$ cat src/rtl/wdog_pkg.sv
package wdog_pkg;

    typedef enum logic {
        OWNER_TIMER = 1'b0,
        OWNER_WDOG  = 1'b1
    } div_owner_e;

    typedef struct packed {
        logic rst_req;
        logic wake_req;
        logic flag;
    } evt_state_t;

endpackage

$ cat src/rtl/wdog_basecnt.sv
module wdog_basecnt #(
    parameter int CNT_W = 8
) (
    input  logic clk,
    input  logic rst_n,
    input  logic tick_i,
    input  logic en_i,
    input  logic clr_i,
    output logic ovf_o
);

    typedef struct packed {
        logic [CNT_W-1:0] cnt;
    } cnt_state_t;

    cnt_state_t st_d, st_q;

    always_comb begin
        st_d  = st_q;
        ovf_o = 1'b0;
        if (!en_i || clr_i) begin
            st_d.cnt = '0;
        end else if (tick_i) begin
            st_d.cnt = st_q.cnt + 1'b1;
            ovf_o    = &st_q.cnt;
        end
    end

    always_ff @(posedge clk or negedge rst_n) begin
        if (!rst_n) st_q <= '0;
        else        st_q <= st_d;
    end

    // a clear strobe leaves the counter at zero
    a_r9_clear_zeroes: assert property (@(posedge clk) disable iff (!rst_n)
        clr_i |=> (st_q.cnt == '0));

    // disabled watchdog keeps its counter at zero
    a_r5_disabled_held: assert property (@(posedge clk) disable iff (!rst_n)
        !en_i |=> (st_q.cnt == '0));

    // without a tick and without clear the count does not move
    a_r1_idle_stable: assert property (@(posedge clk) disable iff (!rst_n)
        (en_i && !clr_i && !tick_i) |=> $stable(st_q.cnt));

endmodule

$ cat src/rtl/wdog_shared_div.sv
module wdog_shared_div
    import wdog_pkg::*;
#(
    parameter int TAPS  = 8,
    parameter int SEL_W = $clog2(TAPS)
) (
    input  logic             clk,
    input  logic             rst_n,
    input  logic             ovf_i,
    input  logic             src_i,
    input  logic             clr_i,
    input  div_owner_e       owner_i,
    input  logic [SEL_W-1:0] sel_i,
    output logic             timeout_o,
    output logic             tmr_inc_o
);

    typedef struct packed {
        logic [TAPS-1:0] div;
        logic            inc;
    } div_state_t;

    div_state_t st_d, st_q;
    logic [TAPS-1:0] post_hit;
    logic [TAPS-1:0] pre_hit;

    // post_hit[k]: the low k stages are all ones, so the next overflow
    // completes a 2^k group. pre_hit[k]: the low k+1 stages are all ones.
    for (genvar k = 0; k < TAPS; k++) begin : g_tap
        if (k == 0) begin : g_first
            assign post_hit[k] = 1'b1;
        end else begin : g_rest
            assign post_hit[k] = &st_q.div[k-1:0];
        end
        assign pre_hit[k] = &st_q.div[k:0];
    end

    always_comb begin
        st_d      = st_q;
        timeout_o = 1'b0;
        if (owner_i == OWNER_WDOG) begin
            timeout_o = ovf_i & post_hit[sel_i];
            st_d.inc  = src_i;
            if (clr_i)      st_d.div = '0;
            else if (ovf_i) st_d.div = st_q.div + 1'b1;
        end else begin
            timeout_o = ovf_i;
            st_d.inc  = src_i & pre_hit[sel_i];
            if (src_i)      st_d.div = st_q.div + 1'b1;
        end
    end

    always_ff @(posedge clk or negedge rst_n) begin
        if (!rst_n) st_q <= '0;
        else        st_q <= st_d;
    end

    assign tmr_inc_o = st_q.inc;

    // clearing while owned by the watchdog empties the divider
    a_r9_div_cleared: assert property (@(posedge clk) disable iff (!rst_n)
        (clr_i && owner_i == OWNER_WDOG) |=> (st_q.div == '0));

    // clearing while owned by the timer keeps the divider count
    a_r9_div_kept: assert property (@(posedge clk) disable iff (!rst_n)
        (clr_i && owner_i == OWNER_TIMER && !src_i) |=> $stable(st_q.div));

    // owned by the watchdog, the timer sees the raw source one cycle later
    a_r8_passthrough: assert property (@(posedge clk) disable iff (!rst_n)
        (owner_i == OWNER_WDOG) |=> (tmr_inc_o == $past(src_i)));

endmodule

$ cat src/rtl/wdog_outreg.sv
module wdog_outreg
    import wdog_pkg::*;
(
    input  logic clk,
    input  logic rst_n,
    input  logic timeout_i,
    input  logic asleep_i,
    input  logic clrwdt_i,
    output logic reset_req_o,
    output logic wake_req_o,
    output logic to_flag_o
);

    evt_state_t st_d, st_q;

    always_comb begin
        st_d          = st_q;
        st_d.rst_req  = timeout_i & ~asleep_i;
        st_d.wake_req = timeout_i & asleep_i;
        if (clrwdt_i)       st_d.flag = 1'b1;
        else if (timeout_i) st_d.flag = 1'b0;
    end

    always_ff @(posedge clk or negedge rst_n) begin
        if (!rst_n) st_q <= '{rst_req: 1'b0, wake_req: 1'b0, flag: 1'b1};
        else        st_q <= st_d;
    end

    assign reset_req_o = st_q.rst_req;
    assign wake_req_o  = st_q.wake_req;
    assign to_flag_o   = st_q.flag;

    // reset and wake requests never coincide
    a_r2_exclusive: assert property (@(posedge clk) disable iff (!rst_n)
        $onehot0({reset_req_o, wake_req_o}));

    // a reset request lasts one cycle
    a_r2_single_pulse: assert property (@(posedge clk) disable iff (!rst_n)
        reset_req_o |=> !reset_req_o);

    // a wake request lasts one cycle
    a_r3_single_pulse: assert property (@(posedge clk) disable iff (!rst_n)
        wake_req_o |=> !wake_req_o);

    // any request comes with the flag already low
    a_r4_flag_low: assert property (@(posedge clk) disable iff (!rst_n)
        (reset_req_o || wake_req_o) |-> !to_flag_o);

    // a clear strobe raises the flag
    a_r4_clear_sets: assert property (@(posedge clk) disable iff (!rst_n)
        clrwdt_i |=> to_flag_o);

endmodule

$ cat src/rtl/wdog_postdiv.sv
module wdog_postdiv
    import wdog_pkg::*;
#(
    parameter int CNT_W = 8,
    parameter int TAPS  = 8,
    parameter int SEL_W = $clog2(TAPS)
) (
    input  logic             clk,
    input  logic             rst_n,
    input  logic             wdt_tick_i,
    input  logic             tmr_src_i,
    input  logic             clrwdt_i,
    input  logic             sleep_cmd_i,
    input  logic             asleep_i,
    input  logic             wdt_en_i,
    input  logic             div_to_wdt_i,
    input  logic [SEL_W-1:0] div_sel_i,
    output logic             reset_req_o,
    output logic             wake_req_o,
    output logic             to_flag_o,
    output logic             tmr_inc_o
);

    logic       clr_any;
    logic       ovf;
    logic       timeout;
    div_owner_e owner;

    assign clr_any = clrwdt_i | sleep_cmd_i;
    assign owner   = div_to_wdt_i ? OWNER_WDOG : OWNER_TIMER;

    wdog_basecnt #(.CNT_W(CNT_W)) u_cnt (
        .clk    (clk),
        .rst_n  (rst_n),
        .tick_i (wdt_tick_i),
        .en_i   (wdt_en_i),
        .clr_i  (clr_any),
        .ovf_o  (ovf)
    );

    wdog_shared_div #(.TAPS(TAPS), .SEL_W(SEL_W)) u_div (
        .clk       (clk),
        .rst_n     (rst_n),
        .ovf_i     (ovf),
        .src_i     (tmr_src_i),
        .clr_i     (clr_any),
        .owner_i   (owner),
        .sel_i     (div_sel_i),
        .timeout_o (timeout),
        .tmr_inc_o (tmr_inc_o)
    );

    wdog_outreg u_out (
        .clk         (clk),
        .rst_n       (rst_n),
        .timeout_i   (timeout),
        .asleep_i    (asleep_i),
        .clrwdt_i    (clrwdt_i),
        .reset_req_o (reset_req_o),
        .wake_req_o  (wake_req_o),
        .to_flag_o   (to_flag_o)
    );

    // a disabled watchdog raises no request in the following cycle
    a_r5_no_request: assert property (@(posedge clk) disable iff (!rst_n)
        !wdt_en_i |=> !(reset_req_o || wake_req_o));

    // a clear strobe suppresses any request in the following cycle
    a_r9_clear_no_req: assert property (@(posedge clk) disable iff (!rst_n)
        clr_any |=> !(reset_req_o || wake_req_o));

endmodule

$ cat config.mk
export PLATFORM = sky130hd
export DESIGN_NAME = wdog_postdiv
export DESIGN_NICKNAME = d
export VERILOG_FILES = /design/src/rtl/wdog_pkg.sv /design/src/rtl/wdog_basecnt.sv /design/src/rtl/wdog_shared_div.sv /design/src/rtl/wdog_outreg.sv /design/src/rtl/wdog_postdiv.sv
export SDC_FILE = /design/constraint.sdc
export NUM_CORES = 1
export LEC_CHECK = 0
export ABC_AREA = 1
export BUFFER_PORTS_ARGS = -buffer_cell sky130_fd_sc_hd__buf_4
export CAP_MARGIN = 0
export CORE_MARGIN = 4
export CORE_UTILIZATION = 60
export CTS_BUF_LIST = sky130_fd_sc_hd__clkbuf_4 sky130_fd_sc_hd__clkbuf_8
export DETAILED_ROUTE_END_ITERATION = 8
export PLACE_DENSITY_LB_ADDON = 0.25
export SKIP_LAST_GASP = 1
export SLEW_MARGIN = 20
export SYNTH_ARGS = -nofsm -noshare
export SYNTH_HDL_FRONTEND = slang
export SYNTH_SLANG_ARGS = --single-unit
$ cat constraint.sdc
create_clock -name clk -period 2.4 [get_ports clk]
set_input_delay 0.72 -clock clk [delete_from_list [all_inputs] [get_ports clk]]
set_output_delay 0.72 -clock clk [all_outputs]
set_load 0.01 [all_outputs]
### Yosys cells after proc, flatten, opt, wreduce, memory -nomap -nowiden

Index checks and enable logic that the tools add are counted.

| word-level totals | value |
|---|---|
| bits of input ports | 12 |
| flip-flop bits (word level) | 20 |
| output and inout port bits | 4 |

| cells by class | value |
|---|---|
| mux-type cells | 16 |
| order comparisons | 1 |
| add/subtract/negate cells | 2 |
| reductions and logical operators | 14 |
| eq/ne operators | 1 |
| bitwise operators | 6 |

Operators by type and width:

| operator | number |
|---|---|
| 8-bit two-way mux | 5 |
| 8-bit by 1-bit adder with 8-bit output (second input constant) | 2 |
| 8-bit AND reduction | 2 |
| 9-bit two-way mux | 1 |
| 1-bit two-way mux | 8 |
| 7-bit AND reduction | 1 |
| 1-bit binary-select mux with 3-bit select | 2 |
| 6-bit AND reduction | 1 |
| 2-bit nonzero test | 3 |
| 5-bit AND reduction | 1 |
| 1-bit bitwise AND | 4 |
| 3-bit by 4-bit < comparator with 1-bit output (second input constant) | 1 |
| 2-bit AND reduction | 2 |
| 4-bit AND reduction | 1 |
| 3-bit by 1-bit inequality test with 1-bit output (second input constant) | 1 |
| 3-bit AND reduction | 1 |
| 1-bit zero test | 1 |
| 1-bit logical OR | 1 |
| 1-bit NOT | 1 |
| 1-bit OR | 1 |

### Longest topological paths before layout

Gate-level depths: netlist (run 1).

| logic depth | value |
|---|---|
| depth after elaboration | 7 |
| mapped depth | 13 |
| gate-level depth less buffers | 13 |

### By module

A second synthesis (run 1) with hierarchy kept.

| unflattened totals | value |
|---|---|
| cells, all modules | 162 |
| area total of the unflattened synthesis | 1156.1 µm² |

By module, submodules not included:

| module | area each (µm²) | cells each | sequential area each (µm²) | instances |
|---|---|---|---|---|
| wdog_shared_div | 628.1 | 97 | 225.2 | 1 |
| wdog_basecnt | 414.1 | 52 | 200.2 | 1 |
| wdog_outreg | 102.6 | 10 | 76.3 | 1 |
| wdog_postdiv | 11.3 | 3 | 0.0 | 1 |

### Least setup slack after synthesis (run 1)

No wires, ideal clock.

| timing | value |
|---|---|
| kind | input port to flip-flop |
| start point | in sleep_cmd_i |
| end point | reg u_div.st_q[6] (netlist name) |
| required time | 2.277 ns |
| path buffers | 1 |
| setup time | 0.123 ns |
| path slack | 0.692 ns |
| stages | 9 |
| arrival time | 1.585 ns |
| cell sequence | inv_1 nand2_2 nor2_2 nand2_4 nor2_8 o21bai_4 buf_6 nand2_2 o21ai_2 |

| between the ends | value |
|---|---|
| cells in the longest elaborated chain, start to end | 5 |

RTL lines:

| item | line | RTL |
|---|---|---|
| start: declaration | wdog_postdiv.sv:13 | `input logic sleep_cmd_i,` |
| 1-bit OR (*) | wdog_postdiv.sv:29 | `assign clr_any = clrwdt_i \| sleep_cmd_i;` |
| 1-bit logical OR | wdog_basecnt.sv:21 | `if (!en_i \|\| clr_i) begin` |
| 1-bit two-way mux | wdog_basecnt.sv:21 |  |
| 3-bit by 1-bit inequality test with 1-bit output (no line) | n/a |  |
| 2-bit AND reduction (no line) | n/a |  |
| end signal: assignment | wdog_shared_div.sv:55 | `else st_q <= st_d;` |
| end: declaration | wdog_shared_div.sv:23 | `div_state_t st_d, st_q;` |

Mark *: on every way between the ends. The rest lies on a longest branch, timed or not.
A chain may end at the register's enable or synchronous reset.

### Worst setup path after layout (run 1)

| timing | value |
|---|---|
| start point | reg u_div.st_q, in the netlist u_div.post_hit[1] |
| end point | reg u_out.st_q, in the netlist u_out.to_flag_o |

| between the ends | value |
|---|---|
| cells in the longest elaborated chain, start to end | 6 |

RTL lines:

| item | line | RTL |
|---|---|---|
| 7-bit AND reduction (tied with other cells) | wdog_shared_div.sv:33 | `assign post_hit[k] = &st_q.div[k-1:0];` |
| 1-bit binary-select mux with 3-bit select (*) | wdog_shared_div.sv:42 | `timeout_o = ovf_i & post_hit[sel_i];` |
| 1-bit two-way mux (not written as such) (*) | wdog_shared_div.sv:42 |  |
| 1-bit bitwise AND (*) | wdog_shared_div.sv:42 |  |
| 1-bit two-way mux (*) | wdog_shared_div.sv:41 | `if (owner_i == OWNER_WDOG) begin` |
| 2-bit nonzero test (no line) (*) | n/a |  |
| end signal: assignment | wdog_outreg.sv:25 | `if (!rst_n) st_q <= '{rst_req: 1'b0, wake_req: 1'b0, flag: 1'b1};` |
| end signal: assignment | wdog_outreg.sv:26 | `else st_q <= st_d;` |
| end: declaration | wdog_outreg.sv:14 | `evt_state_t st_d, st_q;` |

Mark *: on every way between the ends. The rest lies on a longest branch, timed or not. The select of a mux whose other input is x is not followed.

==> reports/metrics.cfg, run 1 <==
[floorplan]
die_area_um2=2990
die-width_um=54.7
core-area_um2=2020
die_h_um=54.7
initial_core_util_pct=64.8
pin_count=16
rows=16

[pwr]
power.leakage_nw=0.826
power.total_w=0.000770
ir_worst_vdd_v=0.000314
power_density_nw_per_um2=516

[yosys]
netlist.area_leader.share_pct=36.3
synthMuxAreaShare_pct=0
syn_area_per_cell_um2=7.32
synth_adder_area_share_pct=3.82
async_reset_ff_share_pct=100
syn_nets=195
yosys.area.top_type=dfrtp_1
ys.flop_type=dfrtp_1
synthXorXnorAreaFrac_pct=1.34
synth_area_um2=1310
seq_area_frac_synth_pct=38.3
synth_simple_gate_area_share_pct=29.9
synth.distinct_cells=25
synth_compound_area_share_pct=17.1
synthTopCellsByArea=dfrtp_1 (36%), nand2_1 (13%), inv_1 (8.0%), o21ai_0 (6.5%), nor2_1 (4.9%)
yosysWarnings=0
synth_edf_count=0
synth-seq-cells=20
synth_top_family_by_area=simple AND/OR/NAND/NOR gates
syn_inst=179

[setup_path]
r2r_start=u_div.post_hit[1]
startpoint_type=flop
critPathSlowestCell=dfrtp_1
worstSetupPathType=reg -> reg
path_buf_inv=2
slowest_delay_ns=0.45
crit_path_cell_trace=ha_1, nand3_1, inv_1, ha_1, inv_1, a21oi_1, nand2_1, nand2_1, nand2_1, nand2_1, nand2_1, nand2_1, nand2_1
startpoint=u_div.post_hit[1]
cp-end-kind=flop
cp_top_family=simple AND/OR/NAND/NOR gates
worstPathRequired_ns=2.65
crit_arrival_ns=2.09
cp_common_cell=nand2_1
critPathMaxFanout=5

[route]
avgRoutedWirePerCell_um=11.8
routed_via_density=5.42
drt_iter0_markers=39
drt_wl_total_um=2620
drt-pass1-iter-count=4
num_vias=1208
ant_nets=0
drc=0

[cells_and_area]
drive_gt1_share_pct=18.9
fin_nets=213
final_cell_mix=nand2_1 (46), inv_1 (28), dfrtp_1 (19)
antennaDiodeCount=0
final_common_cell=nand2_1
area.growth.synth_to_final_pct=13.9

[sta]
setup_viol=0
slew_headroom_pct=71.7
post-route-min-period_ns=1.83
rsz0062_at_grt=false
fmax_mhz=546
worst_slew_pin_slew_ns=0.423
finalHoldViolCount=0
finalCritPeriodShare_pct=76.3
setup_ws_ns=0.568
fin_skew_ns=0.00449
maxSlewViolCount=0
fin_tns_setup_ns=0

[clock_network]
cts_sinks=20
cts_tree=built
clock_latency_ns=0.31
cts_buffer_depth=2
clockRootBuffer=clkbuf_4
postCtsSetupBuffers=0
path_clk_slew_ns=0.12
post_cts_resized=0
hold_buffers=0
htreeDepth=1
cts_buffers=3

[placement]
io_buffer_count=15
dpl_worst_slack_ns=0.438
post-dp-hpwl_um=2030
gp_congestion=0.907

[global_routing]
grt_overflow_total=0
grt_pass1_wl_um=4710
grt_max_degree=21
track_usage_pct=21.6
grt_pass1_vias=1125
antenna_found_initial=0

[worst_hold_path]
hp-class=in -> async

[outcome]
status=finished, final reports clean

[run]
cap_violations=0

## layer usage
metal	vias up	track usage, %	part of all wire [%]
li1	606	-	-
met1	552	27.1	44
met2	46	37.8	49
met3	4	3.27	6.4
met4	0	6.22	1.2
met5	-	0	0
## stage by stage
stage	cells	util (%)	instance area, um^2	hold WS, ns
2_1_floorplan	179	-	1310	0.424
3_3_place_gp	219	71.2	1440	0.457
3_5_place_dp	219	71.2	1440	0.466
4_1_cts	223	73.8	1490	0.269
5_1_grt	223	73.8	1490	0.262
6_report	223	73.8	1490	0.262
## cell usage after synthesis, types with 2 or more instances
cell,number
nand2_1,46
inv_1,28
dfrtp_1,19
nor2_1,17
o21ai_0,17
a21oi_1,12
nand3_1,8
o21ai_2,6
ha_1,4
nand2_2,4
nand2_4,2
nand4_1,2
nor3_1,2
## layout make-up
cell class / count / area (um^2)
repair buffers: 15 / 113
multi-input cells: 128 / 683
clock buffers: 3 / 22.5
well taps: 27 / 33.8
flip-flops and latches: 20 / 502
clock inverters: 1 / 30.0
inverters: 29 / 109
fillers: 170 / 529
## flip-flops by register name (all words and copies together) (netlist names)
signal             flops
u_div.post_hit         1
u_out.to_flag_o        1
u_cnt.st_q             8
u_out.wake_req_o       1
u_div.st_q             7
u_div.tmr_inc_o        1
u_out.reset_req_o      1
## final timing paths
kind,to,slack (ns),depth (start not counted)
min in group clk,u_out.to_flag_o,0.48,2
worst max register to register,u_out.to_flag_o,0.57,13
max in group asynchronous,u_out.to_flag_o,1.87,1
worst min-delay path,u_cnt.st_q[5],0.26,1
worst min register to register,u_out.to_flag_o,0.48,2
worst max-delay path,u_out.to_flag_o,0.57,13
## cells by family (layout without fill, tap and decap cells)
logic type / count (synthesis) / count (layout)
compound gates: 37 / 37
xor+xnor: 2 / 2
fa+ha+maj: 4 / 4
buf+inv: 31 / 48
flops: 20 / 20
simple gates: 85 / 85
## power breakdown
part / internal [W] / total [W] / leakage [nW] / switching [W]
combinational: 0.0000485 / 0.000118 / 0.527 / 0.0000694
clock: 0.000169 / 0.000279 / 0.0279 / 0.000111
sequential: 0.000353 / 0.000373 / 0.271 / 0.0000194
total: 0.000571 / 0.000770 / 0.826 / 0.000199
No activity file was read; power rests on OpenSTA's default activity.
==> inputs of run 2 (changes only) <==
- ABC_AREA: 1 -> 0
- CORE_UTILIZATION: 60 -> 52
- clock period: 2.4 -> 1.49 ns (I/O delays scaled with it)
==> run 2 against run 1 <==
  * Critical path type unchanged
  * Die area decreased by 0.69%
  * Utilization increased by 8.1 points
  * Sequential share of layout area decreased by 2.9 points
  * Via count decreased by 9.9%
  * The flow now finishes with violations (negative hold slack, negative setup slack)
  * Global-route usage increased by 2.5 points
  * Sequential power increased by 51%
  * Synthesized cell count decreased by 31%
  * Worst hold slack got worse by 0.26 ns
  * Final cell count decreased by 15%
==> reports/metrics.cfg, run 2 <==
[sta]
maxSlewViolCount=0  ; unchanged
slew_headroom_pct=66.3  ; -5.5 points
finalHoldViolCount=1  ; +1
fin_skew_ns=0.00988  ; +0.00539 ns
setup_ws_ns=-0.136  ; -0.704 ns
post-route-min-period_ns=1.63  ; -0.206 ns
setup_viol=11  ; +11
whs_ns=-0.0000687  ; -0.262 ns
finalCritPeriodShare_pct=109  ; +33 points
worst_slew_pin_slew_ns=0.501  ; +0.0780 ns
fmax_mhz=615  ; +13%
rsz0062_at_grt=true

[route]
num_vias=1088  ; -9.9%
avgRoutedWirePerCell_um=16.9  ; +44%
ant_nets=0  ; unchanged
drt_wl_total_um=3190  ; +22%
drc=0  ; unchanged
drt_iter0_markers=26  ; -33%
drt-pass1-iter-count=4  ; unchanged
routed_via_density=5.76  ; +6.3%

[worst_hold_path]
hp-class=in -> async

[yosys]
yosys.cell_count.top_type=dfrtp_1
synth_area_um2=1130  ; -14%
synth.distinct_cells=35  ; +40%
synth_edf_count=0  ; unchanged
synth-seq-cells=20  ; unchanged
yosysWarnings=0  ; unchanged
yosys.area.top_type=dfrtp_1
async_reset_ff_share_pct=100  ; unchanged
netlist.area_leader.share_pct=42.2  ; +5.9 points
syn_nets=139  ; -29%
ys.flop_type=dfrtp_1
syn_inst=123  ; -31%
syn_area_per_cell_um2=9.16  ; +25%
synth_common_cells=dfrtp_1 (19), nor2_1 (17), nand2_1 (16), a21oi_1 (8), xor2_1 (6)
seq_area_frac_synth_pct=44.6  ; +6.3 points
synthTopCellsByArea=dfrtp_1 (42%), nor2_1 (5.7%), nand2_1 (5.3%), xor2_1 (4.7%), ha_1 (4.4%)

[global_routing]
use_met1_pct=26.4  ; -0.71 points
grtUsageMet2_pct=43.0  ; +5.2 points
grt_max_degree=21  ; unchanged
grt_pass1_wl_um=5060  ; +7.3%
grt_pass1_vias=1153  ; +2.5%
use_met3_pct=5.18  ; +1.9 points
antenna_found_initial=0  ; unchanged
grt_busiest_layer=met2
grt_overflow_total=0  ; unchanged
track_usage_pct=24.1  ; +2.5 points

[cells_and_area]
fin_nets=179  ; -16%
antennaDiodeCount=0  ; unchanged
final_common_cell=buf_4
drive_gt1_share_pct=43.8  ; +25 points
regMostFlops=u_cnt.st_q
final_cell_mix=buf_4 (36), dfrtp_1 (18), nor2_1 (17)
largest_reg_flops=8  ; unchanged
area.growth.synth_to_final_pct=45.6
largestRegisters=u_cnt.st_q (8), u_div.st_q (7)
final_core_util_pct=81.9  ; +8.1 points
design_area_um2=1640  ; +9.8%

[setup_path]
critPathMaxFanout=4  ; -1
startpoint_type=flop
worstPathRequired_ns=1.74  ; -0.91 ns
cp-end-kind=flop
crit_arrival_ns=1.87  ; -0.22 ns
worstSetupPathType=reg -> reg

[floorplan]
initial_core_util_pct=56.2  ; -8.5 points
die_area_um2=2970  ; -0.69%
core-area_um2=2000  ; -0.99%
die_h_um=54.5  ; -0.35%
rows=16  ; unchanged
die-width_um=54.5  ; -0.35%
pin_count=16  ; unchanged

[clock_network]
clockRootBuffer=clkbuf_4
cts_buffers=3  ; unchanged
clock_latency_ns=0.30  ; about the same
cts_tree=built
cts_buffer_depth=2  ; unchanged
hold_buffers=0  ; unchanged
htreeDepth=1  ; unchanged
path_clk_slew_ns=0.12  ; about the same
cts_sinks=20  ; unchanged

[placement]
io_buffer_count=15  ; unchanged
gp_congestion=0.831  ; -8.4%
post-dp-hpwl_um=2000  ; -1.7%
placed_area_um2=1460  ; +1.5%

[pwr]
swShare_pct=26.0  ; +0.12 points
power_density_nw_per_um2=656  ; +27%
power.leakage_nw=0.727  ; -12%
clockPowerShare_pct=29.7  ; -6.6 points
power_frac_comb_pct=17.9  ; +2.6 points
p_int_w=0.000795  ; +39%
p_seq_share_pct=52.4  ; +4.0 points
power.switching_w=0.000280  ; +40%
power.total_w=0.00107  ; +40%
ir_worst_vdd_v=0.000820  ; +160%

[run]
cap_violations=0  ; unchanged

[outcome]
status=finished with violations
violations=negative hold slack, negative setup slack

## run 2: cell count changes after synthesis, moves of 3 or more
cell	before	now
nand3_1	8	5
nand2b_1	0	5
inv_1	28	1
or3_1	0	3
o21ai_2	6	0
clkbuf_1	0	3
nand2_2	4	0
nand2_1	46	16
mux2i_1	0	3
nor2b_1	0	3
a21oi_1	12	8
o21ai_0	17	4
xor2_1	1	6
## run 2: what timing repair did
action | CTS | global route
setup buffers | 3 | 1
cloned | 0 | 0
gates resized for setup | 19 | 8
pin swaps | 13 | 5
endpoints found under the setup margin | 11 | 12
## run 2: worst paths after layout
kind,from,to,slack (ns),cells past startpoint
min,rst_n,u_cnt.st_q[6],-0.00007,1
max in group asynchronous,rst_n,u_out.to_flag_o,1.21,1
max,u_div.post_hit[1],u_out.to_flag_o,-0.14,6
max reg2reg,u_div.post_hit[1],u_out.to_flag_o,-0.14,6
min in group clk,asleep_i,u_out.reset_req_o,0.30,2
min reg2reg,u_out.to_flag_o,u_out.to_flag_o,0.53,1
## run 2: routing by layer
metal	part of all wire, %	vias to the layer above
li1	-	516
met5	0	-
met3	6.4	18
met1	38	507
met4	4.2	0
met2	51	47
## run 2: final cells by class
class	instances	area [um^2]
clock buffer	4	36.3
fill	116	363
inverter	1	3.75
multi-input combinational	98	758
sequential	20	503
tap	27	33.8
timing repair buffer	39	304
## run 2: kinds of logic after synthesis
group	synth area share, %
AOI/OAI and AO/OA	13.7
xor gates and xnor gates	6.22
buffers and inverters	2.00
muxes	2.67
DFF	44.6
adders and majority gates	4.44
and+or+nand+nor	26.4
## run 2: power groups by stage
stage	clock network, W	logic, W	registers, W
6_report	0.000320	0.000192	0.000563
5_1_grt	0.000347	0.000210	0.000565
4_1_cts	0.000326	0.000180	0.000562
3_5_place_dp	0	0.000154	0.000573
3_3_place_gp	0	0.000150	0.000571
2_1_floorplan	0	0.0000713	0.000577
## run 2: through the flow
stage | setup WS, ns | std cells | setup TNS (ns)
after floorplan | -0.178 | 123 | -0.502
after global placement | -0.115 | 181 | -0.423
after detailed placement | -0.153 | 181 | -0.987
after CTS | -0.160 | 188 | -0.738
after global routing | -0.222 | 189 | -1.85
final | -0.136 | 189 | -0.724
## run 2: critical path, cell delays in order (launching register included)
cell,delay [ns]
dfrtp_2,0.45
ha_4,0.19
ha_4,0.16
mux2i_4,0.15
a221oi_2,0.10
o311ai_2,0.35
o21a_1,0.17
==> inputs of run 3 (changes only) <==
- CTS_CLUSTER_DIAMETER: default -> 30
- TNS_END_PERCENT: default -> 5
==> run 3 against run 2 <==
  * The flow finishes with violations (negative setup slack)
  * Sequential cell count stayed put
  * Utilization is 5.1 points lower
  * Power is 2.8% lower
  * Critical path depth is 1 higher
  * Global-route usage is 1.0 points lower
==> reports/metrics.cfg, run 3 (synthesis gave the netlist of run 2 again) <==
[floorplan]
die_h_um=54.5  ; unchanged
initial_core_util_pct=56.2  ; unchanged
core-area_um2=2000  ; unchanged
die_area_um2=2970  ; unchanged
die-width_um=54.5  ; unchanged
pin_count=16  ; unchanged
rows=16  ; unchanged

[setup_path]
worstPathRequired_ns=1.74  ; about the same
crit_arrival_ns=1.86  ; about the same
startpoint_type=flop
critPathMaxFanout=4  ; unchanged
slowest_delay_ns=0.43  ; -0.02 ns
cp_top_family=compound AO/OA/AOI/OAI gates
critPathSlowestCell=dfrtp_1
crit_path_cell_trace=ha_4, and3_4, ha_4, nand2_2, a21oi_2, o311ai_2, o21a_1
path_buf_inv=0  ; unchanged
reg2reg_slack_ns=-0.12  ; about the same
cp_common_cell=ha_4
worstSetupPathType=reg -> reg
cp-end-kind=flop

[pwr]
p_int_w=0.000783  ; -1.6%
swShare_pct=25.1  ; -0.93 points
power.leakage_nw=0.685  ; -5.8%
power.switching_w=0.000262  ; -6.3%
p_seq_share_pct=53.7  ; +1.3 points
ir_worst_vdd_v=0.000556  ; -32%
clockPowerShare_pct=30.2  ; +0.5 points
power_frac_comb_pct=16.1  ; -1.8 points
power.total_w=0.00104  ; -2.8%
power_density_nw_per_um2=680  ; +3.7%

[sta]
worst_slew_pin_slew_ns=0.444  ; -0.0567 ns
fin_skew_ns=0.00311  ; -0.00677 ns
finalCritPeriodShare_pct=108  ; -0.91 points
rsz0062_at_grt=true
fin_tns_setup_ns=-0.981  ; -0.257 ns
slew_headroom_pct=70.0  ; +3.7 points
setup_ws_ns=-0.123  ; +0.0135 ns
fmax_mhz=620  ; +0.84%
post-route-min-period_ns=1.61  ; -0.0135 ns
finalHoldViolCount=0  ; -1
maxSlewViolCount=0  ; unchanged
setup_viol=12  ; +1

[route]
drc=0  ; unchanged
drt-pass1-iter-count=4  ; unchanged
ant_nets=0  ; unchanged
drt_iter0_markers=28  ; +7.7%
num_vias=1077  ; -1.0%
routed_via_density=5.79  ; +0.59%
avgRoutedWirePerCell_um=16.0  ; -5.5%
drt_wl_total_um=2970  ; -7.0%

[cells_and_area]
fillers=135  ; +16%
drive_gt1_share_pct=34.0  ; -9.9 points
regMostFlops=u_cnt.st_q
multiInputGateArea_um2=688  ; -9.2%
largestRegisters=u_cnt.st_q (8), u_div.st_q (7)
fin_nets=176  ; -1.7%
final_core_util_pct=76.8  ; -5.1 points
final_common_cell=buf_4
antennaDiodeCount=0  ; unchanged
regArea_um2=502  ; -0.25%
area.growth.synth_to_final_pct=36.4
largest_reg_flops=8  ; unchanged
final_cell_mix=buf_4 (35), dfrtp_1 (19), nor2_1 (17)

[clock_network]
cts_sinks=20  ; unchanged
cts_buffer_depth=2  ; unchanged
cts_tree=built
htreeDepth=1  ; unchanged
clock_latency_ns=0.30  ; about the same
path_clk_slew_ns=0.11  ; about the same
clockRootBuffer=clkbuf_4
cts_buffers=3  ; unchanged

[global_routing]
grt_max_degree=21  ; unchanged
grt_overflow_total=0  ; unchanged
grt_pass1_wl_um=4880  ; -3.5%
track_usage_pct=23.1  ; -1.0 points
antenna_found_initial=0  ; unchanged
grt_pass1_vias=1129  ; -2.1%

[outcome]
violations=negative setup slack
status=finished with violations

[placement]
gp_congestion=0.804  ; -3.2%
post-dp-hpwl_um=2050  ; +2.3%
io_buffer_count=15  ; unchanged
dpl_worst_slack_ns=-0.158  ; -0.00425 ns

[worst_hold_path]
hp-class=in -> reg

[run]
cap_violations=0  ; unchanged

run 3: cell count changes in the layout (fill, tap and decap cells not counted), moves of 2 or more:
cell / previous run / this run
o21ai_1: 2 / 0
nand2_2: 3 / 1
a21oi_2: 8 / 1
a21oi_1: 0 / 7
buf_6: 3 / 0
nand2_1: 12 / 15
o21ai_0: 1 / 4
run 3: area by class of cell:
class	instances	share of cell area [%]
inverter	1	0.244
multi-input combinational	98	44.8
tap	27	2.20
timing repair buffer	36	17.8
clock buffer	4	2.36
sequential	20	32.7
run 3: per-stage QoR:
| step | cell area (um^2) | hold slack, ns | std cells |
|---|---|---|---|
| 3_3_place_gp | 1420 | 0.339 | 180 |
| 5_1_grt | 1540 | 0.280 | 186 |
| 6_report | 1540 | 0.294 | 186 |
| 4_1_cts | 1500 | 0.0103 | 185 |
| 2_1_floorplan | 1150 | 0.151 | 123 |
| 3_5_place_dp | 1420 | 0.341 | 180 |
run 3: final timing paths:
path	start	to	cells past startpoint
hold / removal	asleep_i	u_out.reset_req_o	2
setup / recovery	u_div.post_hit[1]	u_out.to_flag_o	7
setup reg to reg	u_div.post_hit[1]	u_out.to_flag_o	7
min in group asynchronous	rst_n	u_cnt.st_q[4]	2
hold reg to reg	u_out.to_flag_o	u_out.to_flag_o	1
max in group asynchronous	rst_n	u_out.to_flag_o	2
run 3: worst reg2reg max path, stage by stage (launching register included):
cell      delay, ns
dfrtp_1        0.43
ha_4           0.19
and3_4         0.19
ha_4           0.16
nand2_2        0.06
a21oi_2        0.06
o311ai_2       0.31
o21a_1         0.18
run 3: layer usage:
layer	wire (um)	GRT usage, %
met1	1280	26.9
met3	190	4.90
met4	95	14.1
met5	0	0
met2	1400	38.4
run 3: repair_timing:
action	in CTS	in global routing
hold endpoints to repair	0	5
hold buffers	0	1
resized for setup	7	4
buffers inserted	1	0
pin swaps	4	3
cloned	0	0
endpoints found under the setup margin	10	12
run 3: power groups by stage:
stage | combinational (W) | clock, W | sequential [W]
global placement | 0.000142 | 0 | 0.000568
floorplan | 0.0000650 | 0 | 0.000573
global route | 0.000185 | 0.000352 | 0.000562
CTS | 0.000159 | 0.000323 | 0.000561
detailed placement | 0.000148 | 0 | 0.000568
finish | 0.000169 | 0.000315 | 0.000561
